--- config.mk ---
export PLATFORM = sky130hd
export DESIGN_NAME = hbridge_supervisor
export DESIGN_NICKNAME = d
export VERILOG_FILES = /design/src/rtl/hb_pkg.sv /design/src/rtl/hb_oc_timer.sv /design/src/rtl/hb_fault_status.sv /design/src/rtl/hb_bridge_decode.sv /design/src/rtl/hbridge_supervisor.sv
export SDC_FILE = /design/constraint.sdc
export NUM_CORES = 1
export LEC_CHECK = 0
export BUFFER_PORTS_ARGS = -buffer_cell sky130_fd_sc_hd__buf_4
export CORE_MARGIN = 4
export CORE_UTILIZATION = 45
export DETAILED_ROUTE_END_ITERATION = 10
export HOLD_SLACK_MARGIN = 0.08
export PLACE_DENSITY = 0.78
export SLEW_MARGIN = 30
export SYNTH_ARGS = -nofsm -noshare
export SYNTH_HDL_FRONTEND = slang
export SYNTH_SLANG_ARGS = --single-unit
--- constraint.sdc ---
create_clock -name clk -period 1.2 [get_ports clk]
set_input_delay 0.06 -clock clk [delete_from_list [all_inputs] [get_ports clk]]
set_output_delay 0.06 -clock clk [all_outputs]
set_load 0.1 [all_outputs]
--- src/rtl/hb_pkg.sv ---
package hb_pkg;
  typedef enum logic [1:0] {
    CMD_COAST = 2'b00,
    CMD_REV   = 2'b01,
    CMD_FWD   = 2'b10,
    CMD_BRAKE = 2'b11
  } hb_cmd_e;

  localparam int unsigned ST_SUM = 0;
  localparam int unsigned ST_OC  = 1;
  localparam int unsigned ST_OT  = 2;
  localparam int unsigned ST_UV  = 3;
  localparam int unsigned ST_W   = 4;
  localparam int unsigned LEGS   = 2;
endpackage

--- src/rtl/hb_oc_timer.sv ---
module hb_oc_timer #(
  parameter int unsigned LIMIT = 1000
) (
  input  logic clk,
  input  logic rst,
  input  logic oc_flag,
  input  logic hold,
  input  logic restart,
  output logic trip
);
  localparam int unsigned CW = $clog2(LIMIT + 2);
  localparam logic [CW-1:0] TERM = CW'(LIMIT);

  logic [CW-1:0] cnt;

  always_ff @(posedge clk) begin
    if (rst || hold || restart || !oc_flag) cnt <= '0;
    else if (cnt != TERM)                   cnt <= cnt + 1'b1;
  end

  // trip on the (LIMIT+1)-th consecutive high sample
  assign trip = oc_flag && !hold && !restart && (cnt == TERM);

  // a non-zero count implies the flag was high on the previous edge
  a_r1_count_needs_flag: assert property (@(posedge clk) disable iff (rst)
    (cnt != '0) |-> $past(oc_flag));
endmodule

--- src/rtl/hb_fault_status.sv ---
module hb_fault_status
  import hb_pkg::*;
(
  input  logic            clk,
  input  logic            rst,
  input  logic            oc_trip,
  input  logic            clr,
  input  logic            ot_flag,
  input  logic            uv_flag,
  output logic [ST_W-1:0] status
);
  logic oc_q, ot_q, uv_q;

  always_ff @(posedge clk) begin
    if (rst) begin
      oc_q <= 1'b0;
      ot_q <= 1'b0;
      uv_q <= 1'b0;
    end else begin
      ot_q <= ot_flag;
      uv_q <= uv_flag;
      if (clr)          oc_q <= 1'b0;
      else if (oc_trip) oc_q <= 1'b1;
    end
  end

  always_comb begin
    status         = '0;
    status[ST_OC]  = oc_q;
    status[ST_OT]  = ot_q;
    status[ST_UV]  = uv_q;
    status[ST_SUM] = oc_q | ot_q | uv_q;
  end

  // latched overcurrent survives until a clear
  a_r3_oc_latched: assert property (@(posedge clk) disable iff (rst)
    (oc_q && !clr) |=> oc_q);
endmodule

--- src/rtl/hb_bridge_decode.sv ---
module hb_bridge_decode
  import hb_pkg::*;
(
  input  hb_cmd_e          cmd,
  input  logic             kill,
  output logic [LEGS-1:0]  hs,
  output logic [LEGS-1:0]  ls
);
  always_comb begin
    hs = '0;
    ls = '0;
    if (!kill) begin
      unique case (cmd)
        CMD_COAST: begin hs = 2'b00; ls = 2'b00; end
        CMD_REV:   begin hs = 2'b10; ls = 2'b01; end
        CMD_FWD:   begin hs = 2'b01; ls = 2'b10; end
        CMD_BRAKE: begin hs = 2'b11; ls = 2'b00; end
        default:   begin hs = 2'b00; ls = 2'b00; end
      endcase
    end
  end

  // no leg may conduct through both of its switches
  always_comb begin
    a_r7_leg_exclusive: assert ((hs & ls) == '0);
  end
endmodule

--- src/rtl/hbridge_supervisor.sv ---
module hbridge_supervisor
  import hb_pkg::*;
#(
  parameter int unsigned OC_LIMIT = 1000
) (
  input  logic       clk,
  input  logic       rst,
  input  logic [1:0] cmd,
  input  logic       oc_flag,
  input  logic       ot_flag,
  input  logic       uv_flag,
  input  logic       clr_fault,
  output logic [1:0] hs_en,
  output logic [1:0] ls_en,
  output logic       fault_n,
  output logic [3:0] fault_status,
  output logic       sleep
);
  hb_cmd_e cmd_q;
  logic    oc_trip;
  logic    timer_hold;

  always_ff @(posedge clk) begin
    if (rst) cmd_q <= CMD_COAST;
    else     cmd_q <= hb_cmd_e'(cmd);
  end

  // sleep and undervoltage idle the internal timer
  assign timer_hold = uv_flag || (cmd == 2'b00);

  hb_oc_timer #(.LIMIT(OC_LIMIT)) u_timer (
    .clk     (clk),
    .rst     (rst),
    .oc_flag (oc_flag),
    .hold    (timer_hold),
    .restart (clr_fault),
    .trip    (oc_trip)
  );

  hb_fault_status u_status (
    .clk     (clk),
    .rst     (rst),
    .oc_trip (oc_trip),
    .clr     (clr_fault),
    .ot_flag (ot_flag),
    .uv_flag (uv_flag),
    .status  (fault_status)
  );

  hb_bridge_decode u_decode (
    .cmd  (cmd_q),
    .kill (fault_status[ST_SUM]),
    .hs   (hs_en),
    .ls   (ls_en)
  );

  assign fault_n = ~fault_status[ST_SUM];
  assign sleep   = (cmd_q == CMD_COAST);

  // a reported fault leaves every switch off
  a_r2_fault_kills_bridge: assert property (@(posedge clk) disable iff (rst)
    !fault_n |-> (hs_en == 2'b00 && ls_en == 2'b00));
  // sleep leaves every switch off
  a_r8_sleep_off: assert property (@(posedge clk) disable iff (rst)
    sleep |-> (hs_en == 2'b00 && ls_en == 2'b00));
  // a clear pulse removes the overcurrent bit on the next edge
  a_r3_clear_drops_oc: assert property (@(posedge clk) disable iff (rst)
    clr_fault |=> !fault_status[ST_OC]);
  // over-temperature reported one edge later
  a_r5_ot_reported: assert property (@(posedge clk) disable iff (rst)
    ot_flag |=> fault_status[ST_OT]);
  // undervoltage reported one edge later
  a_r6_uv_reported: assert property (@(posedge clk) disable iff (rst)
    uv_flag |=> fault_status[ST_UV]);
  // overcurrent can only appear after the flag was high
  a_r1_rise_needs_flag: assert property (@(posedge clk) disable iff (rst)
    $rose(fault_status[ST_OC]) |-> $past(oc_flag));
endmodule

==> impl_metrics.ini, run 1 <==
[sta]
max_freq_ghz = 0.7070
setup_violations = 13
min_period_ps = 1414
rsz_0062_raised_after_global_routing = yes
worst_hold_slack_ps = 181.5
finalWorstSetupSlack_ps = -214.4
maxSlewViolCount = 0
final_hold_viols = 0
worstMarginPinSlew_ps = 269.6
timing.final.crit_share_pct = 117.9
clock_skew_ps = 4.801
timing.max_slew.rel_slack_pct = 81.84

[floorplan]
die_w_um = 47.95
die_height_um = 47.95
io_pins = 18
floorplan.initialDensity_pct = 47.67
rows = 14
design.die.area_um2 = 2299
fp.coreArea_um2 = 1506

[worst_setup_path]
cpPeakStageDelay_ps = 350
start_kind = flip-flop
crit_required_ps = 1140
worstPathCellList = nor3_4, and2_4, nor2b_4, buf_12
critical_path.slowest_cell = dfxtp_2
critical_path_peak_fanout = 3
critical_path_end_type = output pin
critPathArrivalTime_ps = 1350
setup.worst_path.class = reg2out
ff2ff_setup_slack_ps = -100

[synthesis]
synth_area_leaders = dfxtp_1 (42%), buf_4 (5.2%), nor2b_1 (5.2%)
synthDistinctLibCells = 27
yosysSeqAreaShare_pct = 41.81
syn-mean-instance-area_um2 = 8.758
synth_enable_flop_cells = 0
yosys_register_bits = 15
synth_warnings = 0
synth_top_cell_area_share_pct = 41.81
synthDominantAreaCellType = dfxtp_1
synthCells = 82
async_flop_share_pct = 0
synthesis.area_um2 = 718.2
commonest_cells_in_the_netlist = dfxtp_1 (15), inv_1 (7), a21oi_1 (6), nor2b_1 (6), buf_4 (5)
postSynth.topFlopCell = dfxtp_1
synthesized_nets = 92
most_common_cell_in_the_netlist = dfxtp_1

[worst_hold_path]
hp-class = in2reg

[finish]
post_route_cells_drive_above_1_share_pct = 66.67
fin_nets = 137
antenna_cells = 0
n_fill_cell = 69
area_delta_synth_final_pct = 87.46

[drt]
routed_wirelength_um = 2684
drt_pass1_iterations = 4
route.vias.total = 839
initialDrtViolationCount = 20
routedWlPerCell_um = 18.90
viasPerCell = 5.908
drt_drc_violations_left = 0
postRouteAntennaNets = 0

[placement]
place.port_buffers = 17
post-dp-hpwl_um = 1346
place_congestion = 0.7268
pre_cts_slack_ps = -88.09

[pwr]
power_leakage_nw = 0.5274
total_power_mw = 1.122
power.density_cell_area_nw_per_um2 = 833.1
vdd_drop_max_uv = 692.3

[status]
failed_checks = setup timing
outcome = complete, but fails checks

[global_routing]
number_of_antenna_violations_at_the_first_check_in_global_routing = 0
first_global_vias = 830
global_route_wire_length_before_repair_um = 3698
overall_fraction_of_global_route_tracks_in_use_pct = 23.69
pin_count_of_the_biggest_net_entering_global_routing = 12
grt-ovfl-total = 0

[flow_run]
maximum_capacitance_violations = 0

[cts]
clkLatencyLatePin_ps = 280
cts_tree = yes
cts_max_path_buffers = 2
worst_setup_hold_path_clk_slew_ps = 100
clock-sinks = 15
clock-root-buffer = clkbuf_4
cts_buf_count = 3
h-tree-depth = 1
[where the power goes]
part	leakage (nW)	internal [mW]	total [mW]	switching, mW
sequential	0.128	0.502	0.511	0.00855
clock	0.0177	0.124	0.294	0.170
combinational	0.381	0.125	0.317	0.192
[worst max-delay path, delay by kind of cell (launching register included)]
family	cells	cell delay (ps)
buffers and inverters	1	180
flip-flops	1	350
AND/OR/NAND/NOR	3	540
[per-layer routing]
layer / wire, um / vias to the layer above / global-route usage (%)
met5: 0 / - / 0
met4: 82 / 0 / 13.98
met3: 108 / 10 / 4.135
met2: 1570 / 40 / 42.48
met1: 922 / 410 / 25.56
li1: - / 379 / -
[stage by stage]
stage / cell area [um^2] / util (%) / std cells / setup TNS, ps
2_1_floorplan: 783.3 / - / 82 / -3634
3_3_place_gp: 1013 / 67.28 / 126 / -65.80
3_5_place_dp: 1013 / 67.28 / 126 / -330.5
4_1_cts: 1257 / 83.47 / 141 / -1001
5_1_grt: 1346 / 89.37 / 142 / -2041
6_report: 1346 / 89.37 / 142 / -1227
[path summary, 6_finish.rpt]
kind,from,depth (start not counted),endpoint
worst max-delay path,u_status.oc_q$_SDFFE_PP0P_,4,ls_en[1]
worst min-delay path,oc_flag,4,u_timer.cnt[1]$_SDFFE_PP0P_
worst max register to register,u_timer.cnt[1]$_SDFFE_PP0P_,4,u_timer.cnt[6]$_SDFFE_PP0P_
worst min register to register,u_timer.cnt[9]$_SDFFE_PP0P_,2,u_timer.cnt[9]$_SDFFE_PP0P_
[flip-flops by register name (all words and copies together), names as in the netlist]
register,flops
u_timer.cnt,10
cmd_q,2
u_status.oc_q,1
u_status.ot_q,1
u_status.uv_q,1
[area by class of cell]
type | instances | area, um^2 | share of cell area (%)
Tap cell | 16 | 20.02 | 1.487
Sequential cell | 15 | 320.3 | 23.79
Inverter | 7 | 33.78 | 2.509
Timing Repair Buffer | 45 | 444.2 | 32.99
Clock buffer | 3 | 22.52 | 1.673
Clock inverter | 1 | 5.005 | 0.3717
Multi-Input combinational cell | 55 | 500.5 | 37.17
[cell usage in the layout, fill, tap and decap left out, types with 3 or more instances in the layout]
cell and n:
buf_4 28, dfxtp_2 10, dlygate4sd3_1 6, buf_12 6, a21oi_2 4, nor2b_1 4, nand3_1 4, inv_4 3
and2_4 3, inv_1 3, nand4_1 3, o21ai_0 3, clkbuf_4 3, dfxtp_1 3, buf_6 3
[cells by family after synthesis]
group | Yosys count | share of synthesized area, %
AOI/OAI and AO/OA | 15 | 12.37
xor gates and xnor gates | 3 | 3.659
adders and majority gates | 2 | 3.484
buffers and inverters | 12 | 8.886
DFF | 15 | 41.81
and+or+nand+nor | 35 | 29.79
[timing repair]
item | 4_1_cts | 5_1_grt
hold endpoints to repair | 5 | 1
pin swaps | 4 | 7
hold buffers | 6 | 1
endpoints found under the setup margin | 14 | 18
gates cloned | 0 | 1
buffers inserted | 5 | 2
gates resized for setup | 38 | 25
Note: power is estimated with default switching activity, not from simulation.
==> run 2, diff against run 1 <==
- CORE_UTILIZATION: 45 -> 50
- PLACE_DENSITY: 0.78 -> 0.81
- SYNTH_HIERARCHICAL: not set -> 1
- clock period: 1.2 -> 1.5 ns (I/O delays scaled with it)
==> run 2 against run 1 <==
Effect of this change: the flow still finishes with violations (setup timing); sequential share of layout area rose by 4.8 points; sequential power fell by 20%; final cell count fell by 14%; die area fell by 6.7%; global-route usage fell by 1.9 points; first-iteration DRC count rose by 60%; largest cell class unchanged; largest power group unchanged.
==> impl_metrics.ini, run 2 <==
[finish]
fin_nets = 118
largest-register = u_timer/cnt
layout.cells.most_common = buf_4
layout_common_cells = buf_4 (15), dfxtp_1 (12), a21oi_1 (8)
largest_register_ffs = 10
design_area_um2 = 1072
post_route_cells_drive_above_1_share_pct = 38.32
antenna_cells = 0
area_delta_synth_final_pct = 46.00
largest_registers = u_timer/cnt (10), cmd_q (2)

[placement]
pre_cts_slack_ps = 38.21
post-dp-hpwl_um = 1209
place.port_buffers = 17
place_congestion = 0.7898
post_dp_cell_area_um2 = 897.1

[sta]
maxSlewViolCount = 0
final_hold_viols = 0
worst_hold_slack_ps = 257.1
timing.max_slew.rel_slack_pct = 81.47
setup_violations = 3
timing.final.crit_share_pct = 105.6
worstMarginPinSlew_ps = 277.5
max_freq_ghz = 0.6313
clock_skew_ps = 0.6524
rsz_0062_raised_after_global_routing = yes
min_period_ps = 1584
finalWorstSetupSlack_ps = -83.98

[cts]
cts_buf_count = 3
clkLatencyLatePin_ps = 280
h-tree-depth = 1
cts_max_path_buffers = 2
clock-root-buffer = clkbuf_4
clock-sinks = 15
cts_tree = yes
worst_setup_hold_path_clk_slew_ps = 90

[worst_setup_path]
ff2ff_setup_slack_ps = -70
worstReg2RegStart = u_timer/cnt[0]$_SDFFE_PP0P_
critical_path.slowest_cell = or3_4
cpPeakStageDelay_ps = 440
critical_path_peak_fanout = 6
critPathArrivalTime_ps = 1510
worst_r2r_endpoint = u_status/oc_q$_SDFFE_PP0P_
crit_required_ps = 1420
worst_r2r_path_depth = 7
timing.critical_path.to = ls_en[0]
worstPathCellList = or3_4, nor3b_4, buf_12
cp_top_family = simple AND/OR/NAND/NOR gates
worstSetupStartpoint = u_status/uv_q$_SDFF_PP0_
start_kind = flip-flop
setup.worst_path.class = reg2out
critical_path_end_type = output pin
crit_cells = 3
worstPathBufferInverterCount = 1

[global_routing]
number_of_antenna_violations_at_the_first_check_in_global_routing = 0
global_route_wire_length_before_repair_um = 3153
first_global_vias = 706
overall_fraction_of_global_route_tracks_in_use_pct = 21.76
pin_count_of_the_biggest_net_entering_global_routing = 11
grt-ovfl-total = 0

[synthesis]
yosysSeqAreaShare_pct = 40.89
async_flop_share_pct = 0
synthDistinctLibCells = 31
synth_top_cell_area_share_pct = 40.89
commonest_cells_in_the_netlist = dfxtp_1 (15), a21oi_1 (8), inv_1 (6)
most_common_cell_in_the_netlist = dfxtp_1
yosys_register_bits = 15
postSynth.topFlopCell = dfxtp_1
synthDominantAreaCellType = dfxtp_1
synth_enable_flop_cells = 0
synth_warnings = 6
syn-mean-instance-area_um2 = 9.067
synthesis.area_um2 = 734.5
synthesized_nets = 91
synthCells = 81
synth_area_leaders = dfxtp_1 (41%), a21oi_1 (5.5%), o31ai_1 (5.1%)

[floorplan]
rows = 13
die_w_um = 46.33
floorplan.initialDensity_pct = 54.40
die_height_um = 46.33
fp.coreArea_um2 = 1350
io_pins = 18
design.die.area_um2 = 2146

[drt]
routed_wirelength_um = 2073
routed-wl-met3_um = 73
dr_wl_met2_um = 1145
drt_pass1_iterations = 4
route.vias.total = 728
wl_met1_um = 766
postRouteAntennaNets = 0
viasPerCell = 5.967
initialDrtViolationCount = 32
topRoutingLayerUsed = met4
drt_drc_violations_left = 0
routedWlPerCell_um = 16.99

[pwr]
power_leakage_nw = 0.3815
total_power_uw = 850.9
vdd_drop_max_uv = 592.8
power.density_cell_area_nw_per_um2 = 793.6

[flow_run]
maximum_capacitance_violations = 0

[status]
outcome = complete, but fails checks
failed_checks = setup timing

[worst_hold_path]
hp-class = in2reg
worstHoldStart = oc_flag
==> run 2: changes by cell type in the layout (fill, tap and decap cells not counted), sizes merged, moves of 2 or more <==
cell / previous run / this run
o31ai: 2 / 5
nor3: 4 / 1
and2: 3 / 0
o21ai: 4 / 2
a21oi: 6 / 8
buf: 39 / 20
==> run 2: report_power, final <==
part	switching [mW]	leakage, nW	internal, mW
clock	0.131	0.0177	0.0988
sequential	0.00721	0.123	0.403
combinational	0.139	0.241	0.0720
==> run 2: cell type report <==
class,instances,area (um^2)
clock buffers,3,22.52
clock inverters,1,5.005
fillers,95,277.8
inverters,6,22.52
multi-input cells,56,432.9
flip-flops and latches,15,306.5
well taps,15,18.77
repair buffers,26,264.0
==> run 2: metal layers <==
| metal | GRT usage [%] | vias up |
|---|---|---|
| li1 | - | 346 |
| met1 | 21.73 | 349 |
| met2 | 39.29 | 25 |
| met3 | 4.688 | 8 |
| met4 | 14.77 | 0 |
| met5 | 0 | - |
==> run 2: timing repair <==
| action | in CTS | in global routing |
|---|---|---|
| endpoints found under the hold margin | 5 | 0 |
| gates resized for setup | 14 | 7 |
| gates cloned | 0 | 0 |
| pin swaps | 0 | 0 |
| setup buffers | 0 | 2 |
| setup endpoints to repair | 5 | 15 |
| hold buffers | 6 | 0 |
==> run 2: cells by family (layout without fill, tap and decap cells) <==
family | Yosys count | after routing | share of synthesized area (%)
simple gates | 35 | 35 | 32.54
buf+inv | 10 | 36 | 6.643
flops | 15 | 15 | 40.89
fa+ha+maj | 2 | 2 | 3.407
compound gates | 17 | 17 | 14.14
xor+xnor | 2 | 2 | 2.385
==> run 2: tightest hold or removal path, delay by kind of cell <==
family	cells	cell delay, ps
AOI/OAI and AO/OA	1	50
buffers and inverters	1	110
and+or+nand+nor	1	270
==> run 2: worst min-delay path by stage <==
stage               depth (start not counted)                     endpoint
CTS                                         4   u_status/oc_q$_SDFFE_PP0P_
global placement                            2   u_status/oc_q$_SDFFE_PP0P_
global route                                3  u_timer/cnt[1]$_SDFFE_PP0P_
detailed placement                          2   u_status/oc_q$_SDFFE_PP0P_
floorplan                                   1          cmd_q[0]$_SDFF_PP0_
finish                                      3  u_timer/cnt[1]$_SDFFE_PP0P_
==> run 2: per-stage QoR <==
stage               TNS (ps)  std cells  util [%]
floorplan              -1331         81         -
global route          -553.7        122     79.43
finish                -206.0        122     79.43
detailed placement         0        110     66.45
CTS                   -179.4        120     76.83
global placement           0        110     66.45
